==> config.mk <==
export PLATFORM = sky130hd
export DESIGN_NAME = irq_cmd_decoder
export DESIGN_NICKNAME = d
export VERILOG_FILES = /design/src/rtl/picd_pkg.sv /design/src/rtl/picd_decode.sv /design/src/rtl/picd_init_seq.sv /design/src/rtl/picd_ocw.sv /design/src/rtl/irq_cmd_decoder.sv
export SDC_FILE = /design/constraint.sdc
export NUM_CORES = 1
export LEC_CHECK = 0
export ABC_CLOCK_PERIOD_IN_PS = 4800
export BUFFER_PORTS_ARGS = -buffer_cell sky130_fd_sc_hd__buf_2
export CAP_MARGIN = 0
export CORE_ASPECT_RATIO = 1.4
export CORE_MARGIN = 10
export CORE_UTILIZATION = 52
export CTS_CLUSTER_SIZE = 24
export DETAILED_ROUTE_END_ITERATION = 12
export GPL_TIMING_DRIVEN = 0
export PLACE_DENSITY = 0.85
export RECOVER_POWER = 100
export SETUP_SLACK_MARGIN = 0.3
export SLEW_MARGIN = 20
export SYNTH_ARGS = -nofsm -noshare
export SYNTH_HDL_FRONTEND = slang
export SYNTH_SLANG_ARGS = --single-unit
==> constraint.sdc <==
create_clock -name clk -period 4.8 [get_ports clk]
set_input_delay 0.48 -clock clk [delete_from_list [all_inputs] [get_ports clk]]
set_output_delay 0.48 -clock clk [all_outputs]
set_load 0.005 [all_outputs]
==> src/rtl/picd_pkg.sv <==
package picd_pkg;

  typedef enum logic [1:0] {
    SEQ_IDLE = 2'd0,
    SEQ_W2   = 2'd1,
    SEQ_W3   = 2'd2,
    SEQ_W4   = 2'd3
  } seq_t;

  typedef enum logic [2:0] {
    CMD_NONE   = 3'd0,
    CMD_INIT1  = 3'd1,
    CMD_EOI    = 3'd2,
    CMD_RDMASK = 3'd3,
    CMD_DATA   = 3'd4
  } cmd_t;

  // bit positions inside a written byte that neighbours decode
  localparam int B_INIT     = 4;
  localparam int B_KIND_LO  = 3;
  localparam int B_EDGE     = 3;
  localparam int B_SINGLE   = 1;
  localparam int B_NEED4    = 0;
  localparam int B_AEOI     = 1;
  localparam int B_SEL_EN   = 1;
  localparam int B_SEL_IRR  = 0;
  localparam int B_SMM_EN   = 7;
  localparam int B_SMM_VAL  = 6;
  localparam int CODE_LO    = 5;
  localparam int CODE_W     = 3;

  localparam logic [CODE_W-1:0] CODE_ROT_CLR = 3'd0;
  localparam logic [CODE_W-1:0] CODE_NS_EOI  = 3'd1;
  localparam logic [CODE_W-1:0] CODE_SP_EOI  = 3'd3;
  localparam logic [CODE_W-1:0] CODE_ROT_SET = 3'd4;

endpackage

==> src/rtl/picd_decode.sv <==
module picd_decode
  import picd_pkg::*;
#(
  parameter int DW = 8
) (
  input  logic          we,
  input  logic          addr,
  input  logic [DW-1:0] wdata,
  output cmd_t          cmd
);

  always_comb begin
    cmd = CMD_NONE;
    if (we) begin
      if (addr) begin
        cmd = CMD_DATA;
      end else if (wdata[B_INIT]) begin
        cmd = CMD_INIT1;
      end else if (wdata[B_KIND_LO]) begin
        cmd = CMD_RDMASK;
      end else begin
        cmd = CMD_EOI;
      end
    end
  end

endmodule

==> src/rtl/picd_init_seq.sv <==
module picd_init_seq
  import picd_pkg::*;
#(
  parameter int NUM_LINES = 8
) (
  input  logic                 clk,
  input  logic                 rst_n,
  input  logic                 master_sel,
  input  cmd_t                 cmd,
  input  logic [NUM_LINES-1:0] wdata,
  output logic [NUM_LINES-1:0] mask_q,
  output logic                 edge_q,
  output logic                 cascade_q,
  output logic [NUM_LINES-1:0] vec_q,
  output logic [NUM_LINES-1:0] map_q,
  output logic                 aeoi_q,
  output seq_t                 state_q
);

  localparam int LINE_W = $clog2(NUM_LINES);
  localparam logic [NUM_LINES-1:0] LOW_MASK = NUM_LINES'((1 << LINE_W) - 1);

  seq_t                 state_d;
  logic                 need4_q, need4_d;
  logic [NUM_LINES-1:0] mask_d, vec_d, map_d;
  logic                 edge_d, cascade_d, aeoi_d;
  logic                 upd_en;

  assign upd_en = (cmd == CMD_INIT1) || (cmd == CMD_DATA);

  always_comb begin
    state_d   = state_q;
    need4_d   = need4_q;
    mask_d    = mask_q;
    vec_d     = vec_q;
    map_d     = map_q;
    edge_d    = edge_q;
    cascade_d = cascade_q;
    aeoi_d    = aeoi_q;
    if (cmd == CMD_INIT1) begin
      mask_d    = '0;
      edge_d    = wdata[B_EDGE];
      cascade_d = ~wdata[B_SINGLE];
      need4_d   = wdata[B_NEED4];
      if (!wdata[B_NEED4]) aeoi_d = 1'b0;
      state_d   = SEQ_W2;
    end else if (cmd == CMD_DATA) begin
      unique case (state_q)
        SEQ_IDLE: mask_d = wdata;
        SEQ_W2: begin
          vec_d = wdata & ~LOW_MASK;
          if (cascade_q) begin
            state_d = SEQ_W3;
          end else begin
            map_d   = '0;
            state_d = SEQ_IDLE;
          end
        end
        SEQ_W3: begin
          map_d   = master_sel ? wdata : (wdata & LOW_MASK);
          state_d = need4_q ? SEQ_W4 : SEQ_IDLE;
        end
        SEQ_W4: begin
          aeoi_d  = wdata[B_AEOI];
          state_d = SEQ_IDLE;
        end
        default: state_d = SEQ_IDLE;
      endcase
    end
  end

  always_ff @(posedge clk or negedge rst_n) begin
    if (!rst_n) begin
      state_q   <= SEQ_IDLE;
      need4_q   <= 1'b0;
      mask_q    <= '0;
      vec_q     <= '0;
      map_q     <= '0;
      edge_q    <= 1'b0;
      cascade_q <= 1'b0;
      aeoi_q    <= 1'b0;
    end else if (upd_en) begin
      state_q   <= state_d;
      need4_q   <= need4_d;
      mask_q    <= mask_d;
      vec_q     <= vec_d;
      map_q     <= map_d;
      edge_q    <= edge_d;
      cascade_q <= cascade_d;
      aeoi_q    <= aeoi_d;
    end
  end

endmodule

==> src/rtl/picd_ocw.sv <==
module picd_ocw
  import picd_pkg::*;
#(
  parameter int NUM_LINES = 8,
  localparam int LINE_W = $clog2(NUM_LINES)
) (
  input  logic                 clk,
  input  logic                 rst_n,
  input  cmd_t                 cmd,
  input  logic [NUM_LINES-1:0] wdata,
  input  logic [NUM_LINES-1:0] core_isr,
  output logic                 rd_irr_q,
  output logic                 rot_q,
  output logic                 smm_q,
  output logic                 eoi_vld_q,
  output logic [LINE_W-1:0]    eoi_line_q,
  output logic                 eoi_spec_q
);

  logic [CODE_W-1:0] code;
  logic [LINE_W-1:0] top_line;
  logic              isr_any;
  logic              rd_irr_d, rot_d, smm_d;
  logic              eoi_vld_d, eoi_spec_d;
  logic [LINE_W-1:0] eoi_line_d;
  logic              cfg_en;

  assign code    = wdata[CODE_LO +: CODE_W];
  assign isr_any = |core_isr;
  assign cfg_en  = (cmd == CMD_EOI) || (cmd == CMD_RDMASK);

  // highest set in-service bit
  always_comb begin
    top_line = '0;
    for (int i = 0; i < NUM_LINES; i++) begin
      if (core_isr[i]) top_line = LINE_W'(i);
    end
  end

  always_comb begin
    rd_irr_d   = rd_irr_q;
    rot_d      = rot_q;
    smm_d      = smm_q;
    eoi_vld_d  = 1'b0;
    eoi_spec_d = 1'b0;
    eoi_line_d = '0;
    if (cmd == CMD_EOI) begin
      unique case (code)
        CODE_SP_EOI: begin
          eoi_vld_d  = 1'b1;
          eoi_spec_d = 1'b1;
          eoi_line_d = wdata[LINE_W-1:0];
        end
        CODE_NS_EOI: begin
          eoi_vld_d  = isr_any;
          eoi_line_d = top_line;
        end
        CODE_ROT_SET: rot_d = 1'b1;
        CODE_ROT_CLR: rot_d = 1'b0;
        default: ;
      endcase
    end else if (cmd == CMD_RDMASK) begin
      if (wdata[B_SEL_EN]) rd_irr_d = wdata[B_SEL_IRR];
      if (wdata[B_SMM_EN]) smm_d    = wdata[B_SMM_VAL];
    end
  end

  always_ff @(posedge clk or negedge rst_n) begin
    if (!rst_n) begin
      rd_irr_q <= 1'b1;
      rot_q    <= 1'b0;
      smm_q    <= 1'b0;
    end else if (cfg_en) begin
      rd_irr_q <= rd_irr_d;
      rot_q    <= rot_d;
      smm_q    <= smm_d;
    end
  end

  always_ff @(posedge clk or negedge rst_n) begin
    if (!rst_n) begin
      eoi_vld_q  <= 1'b0;
      eoi_spec_q <= 1'b0;
      eoi_line_q <= '0;
    end else begin
      eoi_vld_q  <= eoi_vld_d;
      eoi_spec_q <= eoi_spec_d;
      eoi_line_q <= eoi_line_d;
    end
  end

endmodule

==> src/rtl/irq_cmd_decoder.sv <==
module irq_cmd_decoder
  import picd_pkg::*;
#(
  parameter int NUM_LINES = 8,
  localparam int LINE_W = $clog2(NUM_LINES)
) (
  input  logic                 clk,
  input  logic                 rst_n,
  input  logic                 master_sel,
  input  logic                 bus_we,
  input  logic                 bus_addr,
  input  logic [NUM_LINES-1:0] bus_wdata,
  output logic [NUM_LINES-1:0] bus_rdata,
  input  logic [NUM_LINES-1:0] core_irr,
  input  logic [NUM_LINES-1:0] core_isr,
  output logic [NUM_LINES-1:0] mask_out,
  output logic                 edge_mode,
  output logic                 cascade_mode,
  output logic [NUM_LINES-1:0] vec_base,
  output logic [NUM_LINES-1:0] casc_map,
  output logic                 auto_eoi,
  output logic                 rot_aeoi,
  output logic                 spec_mask_mode,
  output logic                 eoi_valid,
  output logic [LINE_W-1:0]    eoi_line,
  output logic                 eoi_specific
);

  cmd_t cmd;
  seq_t seq_state;
  logic rd_irr;

  picd_decode #(.DW(NUM_LINES)) u_dec (
    .we    (bus_we),
    .addr  (bus_addr),
    .wdata (bus_wdata),
    .cmd   (cmd)
  );

  picd_init_seq #(.NUM_LINES(NUM_LINES)) u_seq (
    .clk        (clk),
    .rst_n      (rst_n),
    .master_sel (master_sel),
    .cmd        (cmd),
    .wdata      (bus_wdata),
    .mask_q     (mask_out),
    .edge_q     (edge_mode),
    .cascade_q  (cascade_mode),
    .vec_q      (vec_base),
    .map_q      (casc_map),
    .aeoi_q     (auto_eoi),
    .state_q    (seq_state)
  );

  picd_ocw #(.NUM_LINES(NUM_LINES)) u_ocw (
    .clk        (clk),
    .rst_n      (rst_n),
    .cmd        (cmd),
    .wdata      (bus_wdata),
    .core_isr   (core_isr),
    .rd_irr_q   (rd_irr),
    .rot_q      (rot_aeoi),
    .smm_q      (spec_mask_mode),
    .eoi_vld_q  (eoi_valid),
    .eoi_line_q (eoi_line),
    .eoi_spec_q (eoi_specific)
  );

  always_comb begin
    if (bus_addr)    bus_rdata = mask_out;
    else if (rd_irr) bus_rdata = core_irr;
    else             bus_rdata = core_isr;
  end

endmodule

Word level (Yosys, flattened, before mapping)
Index checks and enable logic that the tools add are counted.
{"block": "word_totals", "out_inout_bits": 42, "ff_bits": 35, "inputBits": 29, "wordCells": 84}
{"block": "op_classes", "n_bitwise": 3, "n_mux": 35, "reduce_logical": 20, "n_eq_ne": 12}
{"op": "$mux W8", "n": 7}
{"op": "$mux W3", "n": 10}
{"op": "$pmux W8 S2", "n": 1}
{"op": "$reduce_and A4 Y1", "n": 4}
{"op": "$reduce_bool A2 Y1", "n": 5}
{"op": "$eq A3 B2 Y1 const B", "n": 3}
{"op": "$mux W1", "n": 9}
{"op": "$reduce_and A3 Y1", "n": 3}
{"op": "$mux W2", "n": 4}
{"op": "$reduce_or A8 Y1", "n": 1}
{"op": "$eq A3 B1 Y1 const B", "n": 2}
{"op": "$eq A3 B3 Y1 const B", "n": 2}
{"op": "$pmux W2 S3", "n": 1}
{"op": "$pmux W3 S2", "n": 1}
{"op": "$reduce_and A5 Y1", "n": 1}
{"op": "$eq A2 B2 Y1 const B", "n": 2}
{"op": "$ne A2 B2 Y1 const B", "n": 2}
{"op": "$pmux W1 S2", "n": 2}
{"op": "$reduce_bool A4 Y1", "n": 1}
{"op": "$logic_not A3 Y1", "n": 1}
{"op": "$not A1 Y1", "n": 3}
{"op": "$eq A2 B1 Y1 const B", "n": 1}
{"op": "$logic_not A2 Y1", "n": 1}
{"op": "$logic_or A1 B1 Y1", "n": 2}
{"op": "$reduce_and A2 Y1", "n": 1}

Longest topological paths before layout
Gate-level depths: netlist of run 1.
{"block": "logic_depth", "word_depth": 9, "ltp_mapped": 6, "depth_no_buf": 5}

Cells and area by module
Synthesis of run 1 repeated with hierarchy kept, for this count alone.
{"block": "hier_totals", "cells_unflattened": 169, "hier_area_um2": 1781.7}
{"module": "picd_init_seq", "cells_per_inst": 99, "seq_area_each_um2": 675.6, "instances": 1, "area_per_inst_um2": 1169.9}
{"module": "picd_ocw", "cells_per_inst": 39, "seq_area_each_um2": 201.4, "instances": 1, "area_per_inst_um2": 404.1}
{"module": "irq_cmd_decoder", "cells_per_inst": 26, "seq_area_each_um2": 0.0, "instances": 1, "area_per_inst_um2": 172.7}
{"module": "picd_decode", "cells_per_inst": 5, "seq_area_each_um2": 0.0, "instances": 1, "area_per_inst_um2": 35.0}

Worst setup path before layout of run 1
Ideal clock, no wire load.
{"block": "synth_timing", "kind": "input to register", "start": "in bus_wdata[3]", "end": "reg u_ocw.eoi_line_q[0]", "required_ns": 4.706, "setup_time_ns": 0.094, "path_slack_ns": 3.125, "path_buffers": 0, "arrival_ns": 1.581, "cell_stages": 3, "path_cell_list": "or4b_1 > or3b_4 > a221oi_2"}
{"block": "synth_via", "elab_chain_len": 6}
{"item": "start: declaration", "line_no": "irq_cmd_decoder.sv:12", "text": "input logic [NUM_LINES-1:0] bus_wdata,"}
{"item": "$mux W1", "line_no": "picd_decode.sv:19", "text": "end else if (wdata[B_KIND_LO]) begin"}
{"item": "$mux W3", "line_no": "picd_decode.sv:17", "text": "end else if (wdata[B_INIT]) begin"}
{"item": "$mux W3", "line_no": "picd_decode.sv:15", "text": "if (addr) begin"}
{"item": "$mux W3", "line_no": "picd_decode.sv:14", "text": "if (we) begin"}
{"item": "$eq A3 B2 Y1", "line_no": "picd_ocw.sv:47", "text": "if (cmd == CMD_EOI) begin"}
{"item": "$mux W3", "line_no": "picd_ocw.sv:47"}
{"item": "via u_ocw.eoi_line_d[0]", "line_no": "picd_ocw.sv:25", "text": "logic [LINE_W-1:0] eoi_line_d;"}
{"item": "end signal: assignment", "line_no": "picd_ocw.sv:88", "text": "eoi_line_q <= eoi_line_d;"}
{"item": "end: declaration", "line_no": "picd_ocw.sv:16", "text": "output logic [LINE_W-1:0] eoi_line_q,"}
The timed path passes the listed nets, and every way through them passes these cells.
A chain may end at the register's enable or synchronous reset.

Worst setup path after layout of run 1
{"block": "layout_timing", "start": "reg u_ocw.rd_irr_q", "end": "out bus_rdata[0]"}
{"block": "layout_via", "elab_chain_len": 2}
{"item": "start: declaration", "line_no": "picd_ocw.sv:12", "text": "output logic rd_irr_q,"}
{"item": "start signal: assignment", "line_no": "picd_ocw.sv:74", "text": "rd_irr_q <= rd_irr_d;"}
{"item": "$mux W8", "line_no": "irq_cmd_decoder.sv:71", "text": "else if (rd_irr) bus_rdata = core_irr;"}
{"item": "$mux W8", "line_no": "irq_cmd_decoder.sv:70", "text": "if (bus_addr) bus_rdata = mask_out;"}
{"item": "end: declaration", "line_no": "irq_cmd_decoder.sv:13", "text": "output logic [NUM_LINES-1:0] bus_rdata,"}
Every way passes these cells.

==> summary.md, run 1 <==
| Metric | Value |
|---|---|
| Top cell type's share of synthesized area | 47.4% |
| WL per Instance | 17.3 um |
| Met3 WL | 307 um |
| Hold buffer count at CTS | 0 |
| Worst Max-Slew Pin Slew | 1.84 ns |
| Die area | 0.00624 sq mm |
| Syn Std Cell Area | 0.00180 sq mm |
| Vias | 1,576 |
| CP max-delay cell | dfstp_2 |
| First-pass GRT wire length | 8.29 mm |
| Largest net degree at the start of global routing | 36 |
| PortBufs | 67 |
| Final Skew | 0.00499 ns |
| Worst setup EP type | output port |
| Crit path required time | 4.32 ns |
| Main synth FF type | dfrtp_1 |
| Reg2reg path depth | 5 |
| Clock-pin transition on the worst setup and hold timing paths | 0.07 ns |
| Ys Warns | 0 |
| Routability cong. | 0.805 |
| # clock sinks | 35 |
| Max Clk Rate | 0.440 GHz |
| CP max FO | 9 |
| Cells after synthesis | 174 |
| # rows | 25 |
| H-tree levels | 2 |
| Run status | finished with violations |
| Metal2 WL | 2.73 mm |
| WHS Path Cells | 3 |
| Endpoints failing setup | 0 |
| Cell with the most instances on the worst path | clkbuf_1 |
| Synthesis-to-finish area growth | 23.4% |
| Top layer in use | met4 |
| Dpl cells | 283 |
| Slew HR | -22.8% |
| Max cap viols | 1 |
| Fin cells | 291 |
| EDFF count, synth | 0 |
| Yosys reg bits | 35 |
| Critical path startpoint category | register |
| CTS tree | done |
| Worst path bufs/invs | 2 |
| HPWL after DPL | 3.93 mm |
| 1st-pass router iterations | 4 |
| Cts repair resizes | 0 |
| Final nets | 283 |
| CP arrival | 1.79 ns |
| Synth async-reset ratio | 100% |
| Max Root-Sink Buffers | 2 |
| Worst VDD drop | 0.305 mV |
| DRT antenna net count | 0 |
| Max-slew violation count | 36 |
| Crit Path Category | register to output port |
| CP Depth | 4 |
| Setup TNS | 0 ns |
| Final Hold Vio Count | 0 |
| Setup bufs post-CTS | 0 |
| Design Area, Final | 0.00222 sq mm |
| Largest stage delay on the critical path | 0.52 ns |
| Hold WC Path Type | input pin to register |
| Layout cells sized above 1 | 21.9% |
| Synth cell types | 36 |
| IO Count | 71 |
| Post-DP Area | 0.00219 sq mm |
| Core Area | 0.00335 sq mm |
| Crit-path cells | clkbuf_1 > mux2i_1 > o21ai_0 > clkbuf_1 |
| Final Critical Period | 2.27 ns |
| Period utilization | 47.3% |
| P per Cell Area | 457 mW/mm^2 |
| Pre-CTS setup slack | 2.76 ns |
| Num CTS Buffers | 5 |
| GRT overflow | 0 |
| Ranking of synthesized cells by area | dfrtp_1 47%, mux2_2 7.5%, mux2i_1 7.2% |
| DRC viols | 0 |
| Diode count | 0 |
| Post-synthesis sequential area ratio | 48.9% |
| P_leak | 1.09 nW |
| Top delay family on crit path | buffers and inverters |
| Final worst slack | 2.53 ns |
| DRT met1 WL | 1.90 mm |
| # fillers | 291 |
| Wirelength, routed | 5.03 mm |
| Clock root cell | clkbuf_8 |
| Total track usage | 16.5% |
| Worst-Skew Late Latency | 0.29 ns |
| Avg Cell Area, Syn | 10.3 sq um |
| Smallest hold slack | 0.446 ns |
| Cell taking the most area after synthesis | dfrtp_1 |
| Die width | 69.7 um |
| Initial core utilization | 53.6% |
| 1st-iter DRT viols | 92 |
| Vias per cell | 5.42 |
| RSZ-0062 raised after global routing | false |
| Failing checks | capacitance limit, slew limit |
| Die span in y | 89.5 um |
| Number of antenna violations at the first check in global routing | 0 |
| Vias in the first global route | 1,726 |
==> power by group <==
group	total (mW)	leakage [nW]	switching (mW)	internal, mW
clock	0.220	0.0443	0.117	0.104
sequential	0.442	0.457	0.0618	0.380
combinational	0.351	0.589	0.187	0.164
==> per-layer routing <==
metal,GRT usage [%],vias to the layer above
met1,16.6,764
met3,5.89,9
met5,0,-
li1,-,757
met2,30.6,46
met4,6.29,0
==> cells in the mapped netlist (all sizes together) (6+ instances only) <==
| cell | instances |
|---|---|
| a22o | 6 |
| and3 | 6 |
| clkbuf | 7 |
| dfrtp | 34 |
| inv | 10 |
| mux2 | 12 |
| mux2i | 13 |
| nand2 | 25 |
| nor2 | 8 |
| o21ai | 12 |
==> flip-flops by register name, indices dropped and copies added, names as in the netlist <==
signal	flops
u_seq.map_q	8
u_seq.mask_q	8
u_seq.vec_q	5
u_ocw.eoi_line_q	3
u_seq.state_q	2
u_ocw.eoi_spec_q	1
u_ocw.eoi_vld_q	1
u_ocw.rd_irr_q	1
u_ocw.rot_q	1
u_ocw.smm_q	1
u_seq.aeoi_q	1
u_seq.cascade_q	1
u_seq.edge_q	1
u_seq.need4_q	1
==> worst reg2reg max path: stages, from the launching register on <==
cell	delay, ns
dfrtp_1	0.41
inv_1	0.10
ha_1	0.24
nand2_1	0.10
nand4_1	0.44
mux2_2	0.45
==> placed cells by master, fill, tap and decap left out, types with 3 or more instances in the layout <==
master and count:
ha_1 4, nor3_1 4, mux2_2 12, inv_1 10, o21ai_0 12, mux2i_1 13
dfrtp_1 34, and3_1 5, nand2_1 25, buf_2 27, clkbuf_8 5, a21oi_1 4
conb_1 3, clkbuf_1 48, buf_4 3, nand3_1 3, nor2_1 8, a22o_1 6
==> per-stage QoR <==
step	power (mW)	util (%)
after floorplan	0.645	-
after CTS	1.04	68.2
after global placement	0.804	65.4
after detailed placement	0.820	65.4
after global routing	1.09	66.2
final	1.01	66.2
==> path summary, 6_finish.rpt <==
check / startpoint / end / slack, ns
hold reg to reg: u_seq.need4_q$_DFFE_PN0P_ / u_seq.need4_q$_DFFE_PN0P_ / 0.49
max in group asynchronous: rst_n / u_seq.map_q[0]$_DFFE_PN0P_ / 3.06
setup / recovery: u_ocw.rd_irr_q$_DFFE_PN1P_ / bus_rdata[0] / 2.53
min in group asynchronous: rst_n / u_seq.mask_q[5]$_DFFE_PN0P_ / 0.68
setup reg to reg: u_seq.state_q[1]$_DFFE_PN0P_ / u_seq.map_q[3]$_DFFE_PN0P_ / 2.94
hold / removal: core_isr[0] / u_ocw.eoi_vld_q$_DFF_PN0_ / 0.45
==> logic make-up (layout without fill, tap and decap cells) <==
| family | count (synthesis) | count (layout) | share of synthesized area [%] |
|---|---|---|---|
| multiplexers | 25 | 25 | 14.8 |
| AO/OA/AOI/OAI | 31 | 31 | 12.1 |
| AND/OR/NAND/NOR | 57 | 57 | 16.2 |
| buffers and inverters | 21 | 96 | 5.09 |
| flip-flops | 35 | 35 | 48.9 |
| adder cells (fa/ha/maj) | 4 | 4 | 2.79 |
| other | 1 | 3 | 0.209 |
==> area by class of cell <==
type	count	area [sq um]	area share, %
Sequential cell	35	877	39.6
Tap cell	40	50.0	2.26
Inverter	10	37.5	1.69
Buffer	11	53.8	2.43
Clock inverter	3	25.0	1.13
Multi-Input combinational cell	120	820	37.0
Timing Repair Buffer	67	284	12.8
Clock buffer	5	68.8	3.11
Note: power is estimated with default switching activity, not from simulation.
==> inputs of run 2 (changes only) <==
--- a/config.mk
+++ b/config.mk
@@ -5,16 +5,16 @@
 export SDC_FILE = /design/constraint.sdc
 export NUM_CORES = 1
 export LEC_CHECK = 0
-export ABC_CLOCK_PERIOD_IN_PS = 4800
+export ABC_CLOCK_PERIOD_IN_PS = 2100
 export BUFFER_PORTS_ARGS = -buffer_cell sky130_fd_sc_hd__buf_2
 export CAP_MARGIN = 0
 export CORE_ASPECT_RATIO = 1.4
 export CORE_MARGIN = 10
-export CORE_UTILIZATION = 52
+export CORE_UTILIZATION = 48
 export CTS_CLUSTER_SIZE = 24
 export DETAILED_ROUTE_END_ITERATION = 12
 export GPL_TIMING_DRIVEN = 0
-export PLACE_DENSITY = 0.85
+export PLACE_DENSITY = 0.79
 export RECOVER_POWER = 100
 export SETUP_SLACK_MARGIN = 0.3
 export SLEW_MARGIN = 20
==> constraint.sdc (replaced) <==
create_clock -name clk -period 2.1 [get_ports clk]
set_input_delay 0.21 -clock clk [delete_from_list [all_inputs] [get_ports clk]]
set_output_delay 0.21 -clock clk [all_outputs]
set_load 0.005 [all_outputs]
==> run 2 against run 1 <==
Against the previous run:
- first-iteration DRC count shrank 61%
- the run still ends with capacitance limit, slew limit left
- largest cell class unchanged
- global-route usage shrank 1.7 points
- die area grew 6.2%
==> summary.md, run 2 (synthesized netlist as in run 1, its figures left out) <==
| Metric | Value |
|---|---|
| Run status | finished with violations |
| Failing checks | capacitance limit, slew limit |
| Die span in y | 92.4 um (+3.2%) |
| Worst r2r src | u_seq.state_q[1]$_DFFE_PN0P_ |
| Final Hold Vio Count | 0 (unchanged) |
| First-pass GRT wire length | 7.98 mm (-3.7%) |
| Num CTS Buffers | 5 (unchanged) |
| Diode count | 0 (unchanged) |
| Final Critical Period | 1.80 ns |
| Hold WC Path Type | input pin to register |
| Worst VDD drop | 0.753 mV (+150%) |
| Final nets | 284 (+0.35%) |
| Vias in the first global route | 1,650 (-4.4%) |
| Clock root cell | clkbuf_8 |
| # rows | 26 (+4.0%) |
| Multi-input combinational cell area | 820 sq um (unchanged) |
| CP arrival | 1.59 ns (-0.20 ns) |
| FF/Latch Area | 877 sq um (unchanged) |
| Worst-Skew Late Latency | 0.29 ns (about the same) |
| Routability cong. | 0.794 (-1.4%) |
| Number of antenna violations at the first check in global routing | 0 (unchanged) |
| Fin cells | 294 (+1.0%) |
| Setup TNS | 0 ns (unchanged) |
| Synthesis-to-finish area growth | 26.1% |
| Worst setup endpoint | bus_rdata[0] |
| Worst setup EP type | output port |
| Clock-pin transition on the worst setup and hold timing paths | 0.06 ns (about the same) |
| Critical path startpoint category | register |
| Total track usage | 14.7% (-1.7 points) |
| Wirelength, routed | 4.74 mm (-5.6%) |
| P per Cell Area | 1100 mW/mm^2 (+140%) |
| Vias | 1,563 (-0.82%) |
| GRT overflow | 0 (unchanged) |
| WL per Instance | 16.1 um (-6.6%) |
| Dpl cells | 285 (+0.71%) |
| Period utilization | 85.9% |
| Smallest hold slack | 0.169 ns (-0.277 ns) |
| Commonest non-fill, non-tap cell in the layout | clkbuf_1 |
| P_leak | 1.12 nW (+3.0%) |
| 1st-pass router iterations | 4 (unchanged) |
| Hold buffer count at CTS | 0 (unchanged) |
| Most frequent cells in the layout | 47 x clkbuf_1, 34 x dfrtp_1, 29 x buf_2 |
| PortBufs | 67 (unchanged) |
| Utilization after layout | 62.2% (-4.0 points) |
| Top Registers | u_seq.map_q x8, u_seq.mask_q x8, u_seq.vec_q x5 |
| CP max FO | 9 (unchanged) |
| Endpoints failing setup | 0 (unchanged) |
| # clock sinks | 35 (unchanged) |
| 1st-iter DRT viols | 36 (-61%) |
| H-tree levels | 2 (unchanged) |
| Max-slew violation count | 36 (unchanged) |
| CTS tree | done |
| Die area | 0.00662 sq mm (+6.2%) |
| FF-to-FF setup slack | 0.36 ns (-2.58 ns) |
| IO Count | 71 (unchanged) |
| Worst R2R End | u_seq.map_q[7]$_DFFE_PN0P_ |
| Die width | 71.7 um (+2.9%) |
| Max cap viols | 1 (unchanged) |
| Layout cells sized above 1 | 22.2% (+0.31 points) |
| DRC viols | 0 (unchanged) |
| Initial core utilization | 49.3% (-4.4 points) |
| Slew HR | -18.8% (+4.0 points) |
| Vias per cell | 5.32 (-1.8%) |
| Final Skew | 0.00848 ns (+0.00349 ns) |
| Crit path required time | 1.89 ns (-2.43 ns) |
| Worst Max-Slew Pin Slew | 1.78 ns (-0.0604 ns) |
| Reg2reg path depth | 6 (+1) |
| HPWL after DPL | 3.76 mm (-4.3%) |
| Crit Path Category | register to output port |
| Max Root-Sink Buffers | 2 (unchanged) |
| Max Clk Rate | 0.554 GHz |
| # fillers | 343 (+18%) |
| RSZ-0062 raised after global routing | false |
| Largest net degree at the start of global routing | 36 (unchanged) |
| CP Launch Point | u_ocw.rd_irr_q$_DFFE_PN1P_ |
| Core Area | 0.00364 sq mm (+8.9%) |
| DRT antenna net count | 0 (unchanged) |
## run 2: routing by layer
metal  vias up  GRT usage (%)  part of all wire, %
met5         -              0                    0
met4         0           4.85                  1.5
met3        10           5.88                  6.7
met2        49           25.3                   51
met1       744           16.0                   40
li1        760              -                    -
## run 2: layout make-up
class                      count  area share, %
sequential                    35           38.7
buffer                        10           2.27
multi-input combinational    120           36.2
inverter                      10           1.66
clock inverter                 2           2.65
timing repair buffer          69           13.0
clock buffer                   6           3.20
tap                           42           2.32
## run 2: through the flow
step                      worst slack (ns)  total power [mW]  area, sq um
after floorplan                      0.575              1.48         1800
after detailed placement             0.325              1.85         2190
after CTS                            0.312              2.57         2320
final                                0.296              2.50         2260
after global placement               0.322              1.83         2190
after global routing                 0.186              2.68         2260
## run 2: how the worst min path moves through the flow
stage                                    endpoint  depth (start not counted)        start
floorplan           u_ocw.eoi_line_q[0]$_DFF_PN0_                          0        rst_n
global placement        u_ocw.eoi_vld_q$_DFF_PN0_                          1        rst_n
detailed placement       u_seq.aeoi_q$_DFFE_PN0P_                          1        rst_n
CTS                  u_seq.state_q[1]$_DFFE_PN0P_                          1        rst_n
global route            u_ocw.eoi_vld_q$_DFF_PN0_                          3  core_isr[0]
finish                  u_ocw.eoi_vld_q$_DFF_PN0_                          3  core_isr[0]
## run 2: critical path: stages (launching register included)
cell and delay (ns):
dfstp_1 0.79, mux2i_1 0.28, o21ai_0 0.11, clkbuf_1 0.13
## run 2: power by group
part | internal (mW) | switching (mW) | leakage (nW)
registers | 0.868 | 0.149 | 0.456
logic | 0.379 | 0.391 | 0.601
clock network | 0.474 | 0.241 | 0.0654
total | 1.72 | 0.781 | 1.12
## run 2: timing repair
action | in CTS | in global routing
buffers inserted | 0 | 2
pin swaps | 0 | 1
endpoints found under the setup margin | 8 | 12
gates resized for setup | 0 | 3
==> inputs of run 3 (changes only) <==
--- a/config.mk
+++ b/config.mk
@@ -6,7 +6,7 @@
 export NUM_CORES = 1
 export LEC_CHECK = 0
 export ABC_CLOCK_PERIOD_IN_PS = 2100
-export BUFFER_PORTS_ARGS = -buffer_cell sky130_fd_sc_hd__buf_2
+export BUFFER_PORTS_ARGS = -buffer_cell sky130_fd_sc_hd__buf_4
 export CAP_MARGIN = 0
 export CORE_ASPECT_RATIO = 1.4
 export CORE_MARGIN = 10
==> run 3 against run 2 <==
Against the previous run:
- the run now ends clean
- clock power decreased by 32%
- clock skew shrank 0.0033 ns
- wire length rose by 8.5%
- power is 3.3% lower
- flip-flop and latch count unchanged
- largest cell class unchanged
==> summary.md, run 3 (synthesized netlist as in run 1, its figures left out) <==
| Metric | Value |
|---|---|
| Total track usage | 15.7% (+1.0 points) |
| Die width | 71.7 um (unchanged) |
| Worst Max-Slew Pin Slew | 0.869 ns (-0.913 ns) |
| DRC viols | 0 (unchanged) |
| Wirelength, routed | 5.15 mm (+8.5%) |
| # clock sinks | 35 (unchanged) |
| Largest net degree at the start of global routing | 36 (unchanged) |
| Run status | finished clean |
| P per Cell Area | 1010 mW/mm^2 (-8.9%) |
| IO Count | 71 (unchanged) |
| Diode count | 0 (unchanged) |
| Largest stage delay on the critical path | 0.81 ns (+0.02 ns) |
| Worst VDD drop | 0.593 mV (-21%) |
| Final Hold Vio Count | 0 (unchanged) |
| Top Registers | u_seq.map_q x8, u_seq.mask_q x8, u_seq.vec_q x5 |
| Endpoints failing setup | 0 (unchanged) |
| Max cap viols | 0 (-1) |
| Number of antenna violations at the first check in global routing | 0 (unchanged) |
| WL per Instance | 17.4 um (+8.1%) |
| Worst setup endpoint | bus_rdata[3] |
| Clock root cell | clkbuf_8 |
| Worst-Skew Late Latency | 0.29 ns (about the same) |
| Final Critical Period | 1.85 ns (+0.0452 ns) |
| PortBufs | 67 (unchanged) |
| Worst setup EP type | output port |
| Final Skew | 0.00516 ns (-0.00332 ns) |
| HPWL after DPL | 3.96 mm (+5.2%) |
| Crit Path Category | register to output port |
| Synthesis-to-finish area growth | 33.9% |
| CP max-delay cell | dfstp_1 |
| Clock-pin transition on the worst setup and hold timing paths | 0.07 ns (about the same) |
| Crit path required time | 1.89 ns (about the same) |
| Post-DP Area | 0.00236 sq mm (+7.7%) |
| H-tree levels | 2 (unchanged) |
| Design Area, Final | 0.00240 sq mm (+6.1%) |
| First-pass GRT wire length | 8.38 mm (+4.9%) |
| Commonest non-fill, non-tap cell in the layout | dfrtp_1 |
| Most frequent cells in the layout | 34 x dfrtp_1, 31 x buf_4, 28 x clkbuf_4 |
| Vias | 1,589 (+1.7%) |
| Final nets | 285 (+0.35%) |
| Core Area | 0.00364 sq mm (unchanged) |
| Max Clk Rate | 0.541 GHz (-2.4%) |
| CP Launch Point | u_ocw.rd_irr_q$_DFFE_PN1P_ |
| Die area | 0.00662 sq mm (unchanged) |
| CTS tree | done |
| DRT antenna net count | 0 (unchanged) |
| Slew HR | 42.1% (+61 points) |
| FF-to-FF setup slack | 0.41 ns (+0.05 ns) |
| Layout cells sized above 1 | 33.6% (+11 points) |
| Initial core utilization | 49.3% (unchanged) |
| CP max FO | 9 (unchanged) |
| GRT overflow | 0 (unchanged) |
| RSZ-0062 raised after global routing | false |
| P_leak | 1.23 nW (+9.2%) |
| CP arrival | 1.64 ns (+0.05 ns) |
| 1st-pass router iterations | 4 (unchanged) |
| # rows | 26 (unchanged) |
| Utilization after layout | 66.0% (+3.8 points) |
| 1st-iter DRT viols | 73 (+100%) |
| Num CTS Buffers | 5 (unchanged) |
| Setup TNS | 0 ns (unchanged) |
| Die span in y | 92.4 um (unchanged) |
| Reg2reg path depth | 6 (unchanged) |
| Worst r2r src | u_seq.state_q[0]$_DFFE_PN0P_ |
| Vias per cell | 5.39 (+1.3%) |
| Vias in the first global route | 1,662 (+0.73%) |
| Critical path startpoint category | register |
| Max-slew violation count | 0 (-100%) |
| Routability cong. | 0.765 (-3.6%) |
| Period utilization | 88.1% (+2.2 points) |
| Max Root-Sink Buffers | 2 (unchanged) |
| Crit-path cells | mux2i_1 > o21ai_0 > clkbuf_4 |
| Hold WC Path Type | input pin to register |
| Worst R2R End | u_seq.mask_q[5]$_DFFE_PN0P_ |
run 3: how the worst min path moves through the flow:
stage	from	endpoint	slack, ns	depth (start not counted)
floorplan	rst_n	u_ocw.eoi_line_q[0]$_DFF_PN0_	-0.09	0
global placement	rst_n	u_ocw.eoi_vld_q$_DFF_PN0_	0.18	1
detailed placement	rst_n	u_seq.aeoi_q$_DFFE_PN0P_	0.19	1
CTS	bus_wdata[1]	u_seq.cascade_q$_DFFE_PN0P_	0.14	2
global route	bus_wdata[1]	u_seq.cascade_q$_DFFE_PN0P_	0.14	2
finish	bus_wdata[1]	u_seq.cascade_q$_DFFE_PN0P_	0.15	2
run 3: area by class of cell:
cell class / instances / area, sq um
clock inverters: 2 / 12.5
fillers: 344 / 1240
clock buffers: 6 / 72.6
inverters: 10 / 37.5
repair buffers: 70 / 480
well taps: 42 / 52.6
plain buffers: 10 / 51.3
multi-input cells: 120 / 820
flip-flops and latches: 35 / 877
run 3: layer usage:
| metal | GRT usage [%] | share of wire [%] | routed length (um) | vias up |
|---|---|---|---|---|
| li1 | - | - | - | 759 |
| met1 | 17.1 | 40 | 2080 | 768 |
| met2 | 26.1 | 51 | 2610 | 54 |
| met3 | 6.20 | 6.8 | 349 | 8 |
| met4 | 7.28 | 2.0 | 102 | 0 |
| met5 | 0 | 0 | 0 | - |
run 3: critical path: cells and delay by family, from the launching register on:
family | cells | cell delay (ns)
compound gates | 1 | 0.23
flops | 1 | 0.81
buf+inv | 1 | 0.19
mux | 1 | 0.13
run 3: repair_timing:
item	CTS	global route
pin swaps	1	0
setup endpoints to repair	13	7
hold buffers	1	0
gates resized for setup	0	3
buffers inserted	2	0
hold endpoints to repair	34	0
gates cloned	0	0
run 3: stage by stage:
step	power [mW]	setup WS, ns	hold slack, ns	std cells
2_1_floorplan	1.48	0.575	-0.0856	176
4_1_cts	2.50	0.412	0.143	295
6_report	2.42	0.251	0.149	295
3_5_place_dp	2.00	0.282	0.187	285
3_3_place_gp	1.97	0.294	0.182	285
5_1_grt	2.59	0.198	0.143	295
run 3: power breakdown:
part	switching, mW	total (mW)	internal [mW]
clock network	0.256	0.488	0.232
logic	0.409	0.913	0.503
registers	0.152	1.02	0.868
